<file path="config.mk">
export PLATFORM = sky130hd
export DESIGN_NAME = fe_readout_seq
export DESIGN_NICKNAME = d
export VERILOG_FILES = /design/src/rtl/fe_seq_pkg.sv /design/src/rtl/fe_seq_ctrl.sv /design/src/rtl/fe_seq_dpath.sv /design/src/rtl/fe_readout_seq.sv
export SDC_FILE = /design/constraint.sdc
export NUM_CORES = 1
export LEC_CHECK = 0
export CAP_MARGIN = 20
export CORE_UTILIZATION = 60
export DETAILED_ROUTE_END_ITERATION = 10
export DONT_BUFFER_PORTS = 1
export PLACE_DENSITY = 0.81
export SLEW_MARGIN = 10
export SYNTH_ARGS = -nofsm -noshare
export SYNTH_HDL_FRONTEND = slang
export SYNTH_SLANG_ARGS = --single-unit
</file>
<file path="constraint.sdc">
create_clock -name clk -period 4.8 [get_ports clk]
set_input_delay 1.2 -clock clk [delete_from_list [all_inputs] [get_ports clk]]
set_output_delay 1.2 -clock clk [all_outputs]
set_load 0.1 [all_outputs]
</file>
<file path="src/rtl/fe_seq_pkg.sv">
package fe_seq_pkg;

  typedef enum logic [2:0] {
    ST_IDLE,
    ST_TRIG,
    ST_GAP,
    ST_HOLD,
    ST_DLY,
    ST_MUX,
    ST_RST
  } seqState_e;

  // strobes from control to datapath
  typedef struct packed {
    logic latch;      // capture settings, clear cycle count
    logic loadGap;    // arm the trigger-to-hold timer
    logic loadDly;    // arm the hold-to-readout timer
    logic loadRst;    // arm the chip reset timer
    logic nextCycle;  // one readout cycle finished
    logic trigPulse;  // trigger phase on the chip line
    logic holdPulse;  // hold phase on the chip line
    logic inMux;      // multiplexer train running
    logic rstPhase;   // chip reset phase
    logic busy;
  } seqStrobe_t;

  function automatic logic anodeMode(input logic [2:0] m);
    return (m == 3'd0) || (m == 3'd4);
  endfunction

  function automatic logic dynodeMode(input logic [2:0] m);
    return (m == 3'd6);
  endfunction

endpackage

</file>
<file path="src/rtl/fe_seq_ctrl.sv">
module fe_seq_ctrl
  import fe_seq_pkg::*;
(
  input  logic       clk,
  input  logic       rstN,
  input  logic       start,
  input  logic       tmrZero,
  input  logic       muxDone,
  input  logic       burstDone,
  output seqStrobe_t stb
);

  seqState_e state, stateNxt;

  always_ff @(posedge clk or negedge rstN) begin
    if (!rstN) state <= ST_IDLE;
    else       state <= stateNxt;
  end

  always_comb begin
    stateNxt = state;
    stb      = '0;
    stb.busy = (state != ST_IDLE);
    unique case (state)
      ST_IDLE: begin
        if (start) begin
          stb.latch = 1'b1;
          stateNxt  = ST_TRIG;
        end
      end
      ST_TRIG: begin
        stb.trigPulse = 1'b1;
        stb.loadGap   = 1'b1;
        stateNxt      = ST_GAP;
      end
      ST_GAP: begin
        if (tmrZero) stateNxt = ST_HOLD;
      end
      ST_HOLD: begin
        stb.holdPulse = 1'b1;
        stb.loadDly   = 1'b1;
        stateNxt      = ST_DLY;
      end
      ST_DLY: begin
        if (tmrZero) stateNxt = ST_MUX;
      end
      ST_MUX: begin
        stb.inMux = 1'b1;
        if (muxDone) begin
          stb.loadRst = 1'b1;
          stateNxt    = ST_RST;
        end
      end
      ST_RST: begin
        stb.rstPhase = 1'b1;
        if (tmrZero) begin
          stb.nextCycle = 1'b1;
          stateNxt      = burstDone ? ST_IDLE : ST_TRIG;
        end
      end
      default: stateNxt = ST_IDLE;
    endcase
  end

endmodule

</file>
<file path="src/rtl/fe_seq_dpath.sv">
module fe_seq_dpath
  import fe_seq_pkg::*;
#(
  parameter int NUM_CH     = 16,
  parameter int DLY_W      = 13,
  parameter int MUX_DIV    = 134,
  parameter int TH_GAP     = 19,
  parameter int NUM_CYCLES = 256,
  parameter int RST_LEN    = 4
) (
  input  logic             clk,
  input  logic             rstN,
  input  seqStrobe_t       stb,
  input  logic [DLY_W-1:0] holdDelay,
  input  logic [2:0]       mode,
  input  logic             lowGainOnly,
  output logic             tmrZero,
  output logic             muxDone,
  output logic             burstDone,
  output logic             chipClk,
  output logic             chipRst,
  output logic             adcConv,
  output logic             dpWr,
  output logic             dpRst,
  output logic             aciTrig,
  output logic             dciTrig,
  output logic             busy
);

  localparam int NUM_MUX = 2 * NUM_CH;
  localparam int MUX_W   = $clog2(NUM_MUX);
  localparam int PH_W    = $clog2(MUX_DIV);
  localparam int CYC_W   = $clog2(NUM_CYCLES);
  localparam int HALF    = MUX_DIV / 2;
  localparam logic [DLY_W-1:0] GAP_LD  = DLY_W'(TH_GAP - 1);
  localparam logic [DLY_W-1:0] RST_LD  = DLY_W'(RST_LEN - 1);
  localparam logic [PH_W-1:0]  PH_LAST = PH_W'(MUX_DIV - 1);

  logic [2:0]       modeQ;
  logic             lgQ;
  logic [DLY_W-1:0] dlyQ;
  logic [DLY_W-1:0] tmr;
  logic [PH_W-1:0]  ph;
  logic [MUX_W-1:0] muxIdx;
  logic [CYC_W-1:0] cyc;
  logic [MUX_W-1:0] lastIdx;

  always_ff @(posedge clk or negedge rstN) begin
    if (!rstN) begin
      modeQ <= '0;
      lgQ   <= 1'b0;
      dlyQ  <= '0;
    end else if (stb.latch) begin
      modeQ <= mode;
      lgQ   <= lowGainOnly;
      dlyQ  <= holdDelay;
    end
  end

  always_ff @(posedge clk or negedge rstN) begin
    if (!rstN)              tmr <= '0;
    else if (stb.loadGap)   tmr <= GAP_LD;
    else if (stb.loadDly)   tmr <= dlyQ;
    else if (stb.loadRst)   tmr <= RST_LD;
    else if (tmr != '0)     tmr <= tmr - 1'b1;
  end

  always_ff @(posedge clk or negedge rstN) begin
    if (!rstN) begin
      ph     <= '0;
      muxIdx <= '0;
    end else if (!stb.inMux) begin
      ph     <= '0;
      muxIdx <= '0;
    end else if (ph == PH_LAST) begin
      ph     <= '0;
      muxIdx <= muxIdx + 1'b1;
    end else begin
      ph <= ph + 1'b1;
    end
  end

  always_ff @(posedge clk or negedge rstN) begin
    if (!rstN)              cyc <= '0;
    else if (stb.latch)     cyc <= '0;
    else if (stb.nextCycle) cyc <= cyc + 1'b1;
  end

  assign lastIdx   = lgQ ? MUX_W'(NUM_CH - 1) : MUX_W'(NUM_MUX - 1);
  assign tmrZero   = (tmr == '0);
  assign muxDone   = stb.inMux && (ph == PH_LAST) && (muxIdx == lastIdx);
  assign burstDone = (cyc == CYC_W'(NUM_CYCLES - 1));

  assign chipClk = stb.trigPulse || stb.holdPulse ||
                   (stb.inMux && (ph < PH_W'(HALF)));
  assign chipRst = stb.rstPhase;
  assign adcConv = stb.inMux && (ph == PH_W'(HALF));
  assign dpWr    = stb.inMux && (ph == PH_W'(HALF + 1));
  assign dpRst   = stb.trigPulse && (cyc == '0);
  assign aciTrig = stb.trigPulse && anodeMode(modeQ);
  assign dciTrig = stb.trigPulse && dynodeMode(modeQ);
  assign busy    = stb.busy;

endmodule

</file>
<file path="src/rtl/fe_readout_seq.sv">
module fe_readout_seq
  import fe_seq_pkg::*;
#(
  parameter int NUM_CH     = 16,
  parameter int DLY_W      = 13,
  parameter int MUX_DIV    = 134,  // at least 4
  parameter int TH_GAP     = 19,   // at least 1
  parameter int NUM_CYCLES = 256,  // at least 2
  parameter int RST_LEN    = 4     // at least 1
) (
  input  logic             clk,
  input  logic             rstN,
  input  logic             start,
  input  logic [DLY_W-1:0] holdDelay,
  input  logic [2:0]       mode,
  input  logic             lowGainOnly,
  output logic             chipClk,
  output logic             chipRst,
  output logic             adcConv,
  output logic             dpWr,
  output logic             dpRst,
  output logic             aciTrig,
  output logic             dciTrig,
  output logic             busy
);

  seqStrobe_t stb;
  logic       tmrZero;
  logic       muxDone;
  logic       burstDone;

  fe_seq_ctrl ctrl_i (
    .clk       (clk),
    .rstN      (rstN),
    .start     (start),
    .tmrZero   (tmrZero),
    .muxDone   (muxDone),
    .burstDone (burstDone),
    .stb       (stb)
  );

  fe_seq_dpath #(
    .NUM_CH     (NUM_CH),
    .DLY_W      (DLY_W),
    .MUX_DIV    (MUX_DIV),
    .TH_GAP     (TH_GAP),
    .NUM_CYCLES (NUM_CYCLES),
    .RST_LEN    (RST_LEN)
  ) dpath_i (
    .clk         (clk),
    .rstN        (rstN),
    .stb         (stb),
    .holdDelay   (holdDelay),
    .mode        (mode),
    .lowGainOnly (lowGainOnly),
    .tmrZero     (tmrZero),
    .muxDone     (muxDone),
    .burstDone   (burstDone),
    .chipClk     (chipClk),
    .chipRst     (chipRst),
    .adcConv     (adcConv),
    .dpWr        (dpWr),
    .dpRst       (dpRst),
    .aciTrig     (aciTrig),
    .dciTrig     (dciTrig),
    .busy        (busy)
  );

endmodule

</file>
==> impl_metrics.ini <==
[timing]
whs_ns = 0.4832
fin_crit_sh_pct = 76.94
fin_crit_ns = 3.693
slew-limit-headroom_pct = 29.19
worst_slack_ns = 1.107
clock_skew_ns = 0.008654
finalSetupTns_ns = 0
hold_viol = 0
max_freq_mhz = 270.8
setup_viol_count_final = 0
worst_pin_slew_ns = 1.062
maxSlewViolCount = 0
rsz0062_at_grt = false

[drt]
viasPerCell = 6.082
drtAntennaViolNets = 0
drcViolationCount = 0
wirelength_um = 5948
drt_iter0_drc = 182
wl_per_cell_um = 16.30
vias = 2220
dr.pass1.iters = 4

[hold_path]
hold_path.class = flop to flop
holdPathStages = 2

[final_layout]
diodes = 0
layout_commonest_cell = nand2_1
layout-drive-gt1-share_pct = 9.585
fill_cells = 336
layout-area-overhead-vs-synth_pct = 7.742
final_cell_mix = nand2_1 (71), dfrtp_1 (54), nor2_1 (26)
nets = 340

[clocking]
path_clk_slew_ns = 0.10
worstSkewPairLatency_ns = 0.31
cts_inserted_buffers = 5
clock_sinks = 54
post_cts_buffers = 0
cts_buffer_depth = 2
cts_tree = built
cts-root-buf = clkbuf_8
ctsResizeCount = 0
htree_levels = 2
holdBufCountCts = 0

[power_and_ir_drop]
power.leakage_nw = 1.546
total_power_mw = 0.7603
p_clk_share_pct = 40.2
combPwrFrac_pct = 0
powerDensity_mw_per_mm2 = 242.6
pwr-share-seq_pct = 59.8
internal_power_mw = 0.6086
swShare_pct = 19.95
ir_worst_vdd_uv = 192.5
switching_power_mw = 0.1517

[logic_synthesis]
ys_seq_elements = 54
synthFlopType = dfrtp_1
postSynth.asyncResetShare_pct = 100.0
syn_area_per_cell_sq_um = 9.206
synth_edf_count = 0
ys_seq_area_share_pct = 46.45
synth_warnings = 0
synthCells = 316
syn_area_sq_mm = 0.002909
synth.distinct_cells = 49
synth.net_count = 344

[worst_setup_path]
slowest_stage = nor2_2
cp_top_family = simple AND/OR/NAND/NOR gates
crit_fanout = 16
cp_data_arrival_time_ns = 2.49
end_kind = output port
slowest_delay_ns = 0.86
criticalPathCategory = flop to output port
cp.depth = 4
path_cells = nand3b_2 > nor2_1 > nand3_1 > nor2_2
critPathBufInv = 0
crit_required_ns = 3.60
critical_path.startpoint_type = flop
rr_worst_depth = 4

[placed_design]
pre_cts_ws_ns = 1.441
dp_hpwl_um = 4211
io_buffers = 0
place_congestion = 0.8395

[global_routing]
grt_max_degree = 55
antenna_found_initial = 0
gr-usage-all-layers_pct = 25.25
grt_pass1_wl_um = 9949
grt_pass1_vias = 2080
grt-ovfl-total = 0

[floorplan]
dieArea_sq_mm = 0.005131
die_w_um = 71.63
ios = 28
initial_utilization_pct = 64.58
rows = 24
die_h_um = 71.63
coreArea_sq_mm = 0.004504

[outcome]
status = finished clean

[job]
max_cap_viol_count = 0
## logic make-up (layout without fill, tap and decap cells)
kind of cell    count (synthesis)  in the layout  share of synthesized area [%]
buf+inv                        26             23                          3.613
flops                          54             54                          46.45
fa+ha+maj                       8              8                          3.441
xor+xnor                       23             23                          6.925
simple gates                  167            167                          29.63
compound gates                 36             36                          9.248
mux                             2              2                         0.6882
## worst paths after layout
path / slack [ns] / from / to
setup reg to reg: 1.58 / ctrl_i.state[1]$_DFFE_PN0P_ / dpath_i.cyc[5]$_DFFE_PN0P_
hold / removal: 0.48 / dpath_i.dlyQ[5]$_DFFE_PN0P_ / dpath_i.tmr[5]$_DFFE_PN0P_
max in group asynchronous: 4.14 / rstN / dpath_i.dlyQ[5]$_DFFE_PN0P_
setup / recovery: 1.11 / ctrl_i.state[1]$_DFFE_PN0P_ / dpWr
min in group asynchronous: 0.57 / rstN / dpath_i.tmr[10]$_DFFE_PN0P_
hold reg to reg: 0.48 / dpath_i.dlyQ[5]$_DFFE_PN0P_ / dpath_i.tmr[5]$_DFFE_PN0P_
## cell usage after synthesis (all sizes together) (2+ instances only)
cell type / count / area (sq um)
nand2: 71 / 266.5
dfrtp: 54 / 1351
nor2: 27 / 101.4
nand3: 19 / 95.09
xnor2: 17 / 148.9
inv: 11 / 41.29
nor3: 11 / 60.06
clkbuf: 9 / 33.78
a21oi: 8 / 40.04
ha: 8 / 100.1
o31ai: 8 / 60.06
or3: 8 / 50.05
nor4: 7 / 88.83
buf: 6 / 30.03
o21ai: 6 / 33.78
xor2: 6 / 52.55
o41ai: 4 / 50.05
or4: 4 / 33.78
nor4b: 3 / 32.53
and3: 2 / 12.51
and3b: 2 / 17.52
mux2i: 2 / 20.02
nand2b: 2 / 12.51
nand3b: 2 / 18.77
nand4: 2 / 12.51
nor3b: 2 / 20.02
o2111ai: 2 / 17.52
## power groups by stage
stage          sequential, mW  combinational [mW]  clock, mW
6_report                0.455            0.000165      0.306
5_1_grt                 0.455            0.000165      0.332
2_1_floorplan           0.464            0.000165          0
3_5_place_dp            0.464            0.000165          0
4_1_cts                 0.455            0.000165      0.312
3_3_place_gp            0.464            0.000165          0
## layer usage
metal / up-vias / wire [um] / GRT usage, %
met5: - / 0 / 0
met4: 0 / 89 / 7.625
met3: 8 / 249 / 4.923
met2: 46 / 2839 / 39.31
met1: 1080 / 2769 / 36.23
li1: 1086 / - / -
## sequential cells by signal, indices dropped and copies added, names as in the netlist
| register | count |
|---|---|
| dpath_i.tmr | 13 |
| dpath_i.modeQ | 3 |
| dpath_i.lgQ | 1 |
| dpath_i.muxIdx | 5 |
| dpath_i.cyc | 8 |
| dpath_i.dlyQ | 13 |
| dpath_i.ph | 8 |
| ctrl_i.state | 3 |
## tightest hold or removal path: stages, from the launching register on
cell,delay (ns)
dfrtp_1,0.36
nand2_1,0.05
o41ai_1,0.05
## area by class of cell
cell class	instances	area, sq um	area share (%)
clock buffer	5	68.82	2.196
clock inverter	3	40.04	1.277
inverter	11	41.29	1.317
multi-input combinational	236	1485	47.39
sequential	54	1351	43.11
tap	52	65.06	2.076
timing repair buffer	4	82.58	2.635
## stage by stage
stage / std cells / instance area, sq um / util, %
finish: 365 / 3134 / 69.58
global route: 365 / 3134 / 69.58
CTS: 365 / 3134 / 69.58
detailed placement: 357 / 3025 / 67.17
global placement: 357 / 3025 / 67.17
floorplan: 316 / 2915 / -
(Power assumes the default switching activity.)
